## config.mk

```make
export PLATFORM = sky130hd
export DESIGN_NAME = framesync_gen
export DESIGN_NICKNAME = d
export VERILOG_FILES = /design/src/rtl/fsg_pkg.sv /design/src/rtl/fsg_ctrl.sv /design/src/rtl/fsg_datapath.sv /design/src/rtl/framesync_gen.sv
export SDC_FILE = /design/constraint.sdc
export NUM_CORES = 1
export LEC_CHECK = 0
export ABC_AREA = 1
export CORE_ASPECT_RATIO = 0.75
export CORE_MARGIN = 2
export CORE_UTILIZATION = 40
export DETAILED_ROUTE_END_ITERATION = 12
export GPL_TIMING_DRIVEN = 0
export HOLD_SLACK_MARGIN = 0.02
export PLACE_DENSITY = 0.69
export SYNTH_ARGS = -nofsm -noshare
export SYNTH_HDL_FRONTEND = slang
export SYNTH_SLANG_ARGS = --single-unit
```

## constraint.sdc

```tcl
create_clock -name clk -period 3.45 [get_ports clk]
set_clock_uncertainty 0.2 [all_clocks]
set_input_delay 0.69 -clock clk [delete_from_list [all_inputs] [get_ports clk]]
set_output_delay 0.69 -clock clk [all_outputs]
set_load 0.01 [all_outputs]
```

## src/rtl/fsg_pkg.sv

```systemverilog
package fsg_pkg;

  // Strobes from the control sequencer to the datapath
  typedef struct packed {
    logic load;   // capture configuration into shadow registers
    logic clear;  // hold counter and pulse at idle
    logic step;   // advance one bit position
  } fsgCtl_t;

endpackage

```

## src/rtl/fsg_ctrl.sv

```systemverilog
module fsg_ctrl
  import fsg_pkg::*;
(
  input  logic    clk,
  input  logic    rstN,
  input  logic    bitEn,
  input  logic    sgEnable,
  input  logic    fsEnable,
  output fsgCtl_t ctl
);

  logic sgActive;
  logic fsActive;

  // The sample generator follows its enable one edge later. Frame sync
  // may run only while the sample generator was already active and is
  // still enabled.
  always_ff @(posedge clk or negedge rstN) begin
    if (!rstN) begin
      sgActive <= 1'b0;
      fsActive <= 1'b0;
    end else begin
      sgActive <= sgEnable;
      fsActive <= fsEnable & sgEnable & sgActive;
    end
  end

  always_comb begin
    ctl.load  = ~fsActive;
    ctl.clear = ~fsActive;
    ctl.step  = fsActive & bitEn;
  end

endmodule

```

## src/rtl/fsg_datapath.sv

```systemverilog
module fsg_datapath
  import fsg_pkg::*;
#(
  parameter int PERIOD_W = 12,
  parameter int WIDTH_W  = 8,
  parameter int LINES    = 2
) (
  input  logic                clk,
  input  logic                rstN,
  input  fsgCtl_t             ctl,
  input  logic [PERIOD_W-1:0] periodCfg,
  input  logic [WIDTH_W-1:0]  widthCfg,
  input  logic [LINES-1:0]    linePol,
  output logic                pulseOn,
  output logic                frameStart,
  output logic [LINES-1:0]    linePolQ
);

  logic [PERIOD_W-1:0] periodQ;
  logic [PERIOD_W-1:0] lastActiveQ;
  logic [PERIOD_W-1:0] lastActiveNext;
  logic [PERIOD_W-1:0] widthExt;
  logic [PERIOD_W-1:0] bitPos;
  logic                frameEnd;

  // Clamp the width against the period before it is stored, so the
  // running comparison sees one ready operand
  always_comb begin
    widthExt = PERIOD_W'(widthCfg);
    if (periodCfg == '0)
      lastActiveNext = '0;
    else if (widthExt >= periodCfg)
      lastActiveNext = periodCfg - 1'b1;
    else
      lastActiveNext = widthExt;
  end

  always_ff @(posedge clk or negedge rstN) begin
    if (!rstN) begin
      periodQ     <= '0;
      lastActiveQ <= '0;
      linePolQ    <= '0;
    end else if (ctl.load) begin
      periodQ     <= periodCfg;
      lastActiveQ <= lastActiveNext;
      linePolQ    <= linePol;
    end
  end

  assign frameEnd = (bitPos == periodQ);

  always_ff @(posedge clk or negedge rstN) begin
    if (!rstN) begin
      bitPos     <= '0;
      pulseOn    <= 1'b0;
      frameStart <= 1'b0;
    end else if (ctl.clear) begin
      bitPos     <= '0;
      pulseOn    <= 1'b0;
      frameStart <= 1'b0;
    end else if (ctl.step) begin
      pulseOn    <= (bitPos <= lastActiveQ);
      frameStart <= (bitPos == '0);
      bitPos     <= frameEnd ? '0 : bitPos + 1'b1;
    end else begin
      frameStart <= 1'b0;
    end
  end

endmodule

```

## src/rtl/framesync_gen.sv

```systemverilog
module framesync_gen
  import fsg_pkg::*;
#(
  parameter int PERIOD_W = 12,
  parameter int WIDTH_W  = 8
) (
  input  logic                clk,
  input  logic                rstN,
  input  logic                bitEn,
  input  logic                sgEnable,
  input  logic                fsEnable,
  input  logic [PERIOD_W-1:0] periodCfg,
  input  logic [WIDTH_W-1:0]  widthCfg,
  input  logic                txPolarity,
  input  logic                rxPolarity,
  output logic                txFs,
  output logic                rxFs,
  output logic                frameStart
);

  localparam int LINES = 2;

  fsgCtl_t          ctl;
  logic             pulseOn;
  logic [LINES-1:0] linePol;
  logic [LINES-1:0] linePolQ;
  logic [LINES-1:0] lineOut;

  assign linePol = {rxPolarity, txPolarity};

  fsg_ctrl i_ctrl (
    .clk      (clk),
    .rstN     (rstN),
    .bitEn    (bitEn),
    .sgEnable (sgEnable),
    .fsEnable (fsEnable),
    .ctl      (ctl)
  );

  fsg_datapath #(
    .PERIOD_W (PERIOD_W),
    .WIDTH_W  (WIDTH_W),
    .LINES    (LINES)
  ) i_datapath (
    .clk        (clk),
    .rstN       (rstN),
    .ctl        (ctl),
    .periodCfg  (periodCfg),
    .widthCfg   (widthCfg),
    .linePol    (linePol),
    .pulseOn    (pulseOn),
    .frameStart (frameStart),
    .linePolQ   (linePolQ)
  );

  for (genvar g = 0; g < LINES; g++) begin : g_line
    assign lineOut[g] = pulseOn ^ linePolQ[g];
  end

  assign txFs = lineOut[0];
  assign rxFs = lineOut[1];

endmodule

```

==> impl_metrics.ini <==
[routing]
drt_iter0_markers = 170
num_vias = 2666
wl_per_cell_um = 12.4
routed_via_density = 4.79
drt.antenna.violating_nets = 0
drtPass1Iterations = 4
drc = 0
wl_um = 6920

[clock_network]
ctsHoldBuffers = 0
cts_tree = built
cts_setup_buffers = 0
cts_inserted_buffers = 5
clk_pin_slew_ns = 0.08
clk_path_buf_depth = 2
ctsResizeCount = 0
cts_root_buf = clkbuf_8
h-tree-depth = 2
numClockSinks = 42
worstSkewPairLatency_ns = 0.29

[synth]
syn_area_per_cell_um2 = 7.30
synth_top_cell_by_area = dfrtp_1
syn-num-nets = 468
synth_top_family_by_area = simple AND/OR/NAND/NOR gates
netlist_area_um2 = 3040
synth_top_area_share_pct = 34.5
ys_async_sr_fraction_pct = 100
synth-edff-count = 0
synth_cell_types = 31
synthMuxAreaShare_pct = 0
synth-simple-area-share_pct = 32.9
synth-xor-area-share_pct = 5.18
synthAdderAreaFrac_pct = 9.87
yosysWarnings = 0
synth_ff_type = dfrtp_1
synthCells = 417
ys_top_cells_by_area = dfrtp_1 35%, nand2_1 17%, ha_1 9.9%
synth_compound_area_share_pct = 8.55
seq_area_frac_synth_pct = 34.5
ys_ff_latch = 42

[power]
power.density_nw_per_um2 = 306
leakagePower_nw = 1.79
max-vdd-ir-drop_v = 0.000202

[worst_setup_path]
crit_path_max_fanout = 9
cp-start-kind = input port
timing.critical_path.required_ns = 3.49
cp.arrival_ns = 2.53
reg2regPathDepth = 9
cp-end-kind = flop
worst-setup-path-type = input port to flop

[floorplan]
ios = 30
core_area_um2 = 7360
die_height_um = 79.5
row_count = 27
die_x_um = 105
initial_core_util_pct = 41.3
die_area_um2 = 8330

[final_layout]
final_nets = 505
multi_input_area_um2 = 1720
n_antenna_cell = 0
drive_gt1_share_pct = 11.4
utilization_pct = 48.7
num-fill-cells = 782
ff_latch_area_um2 = 1050
area_delta_synth_final_pct = 17.8

[sta]
tightest_slew_ns = 0.420
finalSetupTns_ns = 0
fmax_mhz = 401
final_max_slew_viol_count = 0
rsz0062_at_grt = false
hold_viol = 0
fin_crit_sh_pct = 72.3
min_period_ns = 2.49
setup_violations = 0
slew_headroom_pct = 72.0

[grt]
grt-ovfl-total = 0
grt_max_degree = 29
grt_pass1_wl_um = 11800
antenna_found_initial = 0
grtUsageTotal_pct = 17.6
grt_pass1_vias = 2543

[place]
port_buffers = 29
place_hpwl_um = 5670
gp_congestion = 0.857

[flow_run]
maxCapViolations = 0

[run_status]
status = complete, no violations

[worst_hold_path]
holdCritPathClass = input port to async pin
## worst paths after layout
kind | slack (ns) | from | end
hold reg to reg | 0.28 | i_datapath.lastActiveQ[4] | i_datapath.lastActiveQ[4]
min in group clk | 0.28 | i_datapath.lastActiveQ[4] | i_datapath.lastActiveQ[4]
max in group asynchronous | 2.51 | rstN | i_ctrl.fsActive
setup / recovery | 0.96 | periodCfg[3] | i_datapath.lastActiveQ[6]
setup reg to reg | 1.59 | i_datapath.bitPos[10] | i_datapath.pulseOn
hold / removal | 0.09 | rstN | i_datapath.linePolQ[1]
## cell usage after synthesis (3+ instances only)
| library cell | number |
|---|---|
| a21oi_1 | 7 |
| nand3_1 | 28 |
| xor2_1 | 13 |
| nand2_1 | 139 |
| o21ai_2 | 13 |
| inv_1 | 59 |
| inv_2 | 7 |
| xnor2_1 | 5 |
| clkbuf_1 | 3 |
| dfrtp_1 | 42 |
| nand2_2 | 5 |
| nand2_4 | 3 |
| nand4_1 | 8 |
| nor2_1 | 25 |
| o21ai_0 | 15 |
| nor2_2 | 7 |
| ha_1 | 24 |
## metal layers
metal / track usage, % / part of all wire, % / vias to the layer above
li1: - / - / 1375
met1: 24.1 / 49 / 1212
met2: 28.5 / 45 / 71
met3: 3.18 / 4.8 / 8
met4: 5.33 / 1.6 / 0
met5: 0 / 0 / -
## registers in the layout (all words and copies together), names as in the netlist
register / cells
i_datapath.bitPos: 12
i_datapath.lastActiveQ: 12
i_datapath.periodQ: 12
i_datapath.linePolQ: 2
i_ctrl.fsActive: 1
i_ctrl.sgActive: 1
i_datapath.frameStart: 1
i_datapath.pulseOn: 1
## cell usage in the layout, fill, tap and decap left out, types with 8 or more instances in the layout
master | synthesis | final
o21ai_2 | 13 | 13
inv_1 | 59 | 59
clkdlybuf4s50_1 | 0 | 28
nand3_1 | 28 | 28
nand2_1 | 139 | 139
ha_1 | 24 | 24
xor2_1 | 13 | 13
nand4_1 | 8 | 8
nor2_1 | 25 | 25
dfrtp_1 | 42 | 42
o21ai_0 | 15 | 15
## cell families after synthesis
| group | Yosys count |
|---|---|
| AO/OA/AOI/OAI | 39 |
| XOR/XNOR | 18 |
| adder cells (fa/ha/maj) | 24 |
| buffers and inverters | 71 |
| flip-flops | 42 |
| AND/OR/NAND/NOR | 223 |
## metrics by stage
stage | power (mW) | hold slack [ns] | area [µm²] | worst slack, ns | std cells
5_1_grt | 1.16 | 0.0963 | 3580 | 0.829 | 556
3_5_place_dp | 0.724 | 0.265 | 3470 | 0.657 | 548
2_1_floorplan | 0.639 | 0.194 | 3040 | 1.46 | 417
4_1_cts | 1.11 | 0.0986 | 3580 | 0.964 | 556
6_report | 1.10 | 0.0900 | 3580 | 0.957 | 556
3_3_place_gp | 0.716 | 0.264 | 3460 | 0.448 | 547
## where the power goes
part           switching [mW]  leakage, nW  internal, mW
Sequential             0.0162        0.535         0.515
Clock                   0.167       0.0514         0.216
Combinational           0.102         1.20        0.0796
Total                   0.285         1.79         0.811
## layout make-up
| class | instances | share of cell area, % |
|---|---|---|
| Buffer | 5 | 0.663 |
| Inverter | 66 | 6.91 |
| Multi-Input combinational cell | 304 | 48.0 |
| Clock inverter | 2 | 1.05 |
| Tap cell | 101 | 3.53 |
| Timing Repair Buffer | 30 | 8.52 |
| Clock buffer | 6 | 2.02 |
| Sequential cell | 42 | 29.3 |
## critical path: stages
cell and delay, ns:
clkdlybuf4s50_1 0.54, inv_1 0.16, ha_1 0.36, a21oi_1 0.15
nand3_1 0.10, nand2_2 0.16, nand2_4 0.12, nand2_1 0.08
nand3_1 0.09, nand2_1 0.08
(Power assumes the default switching activity.)
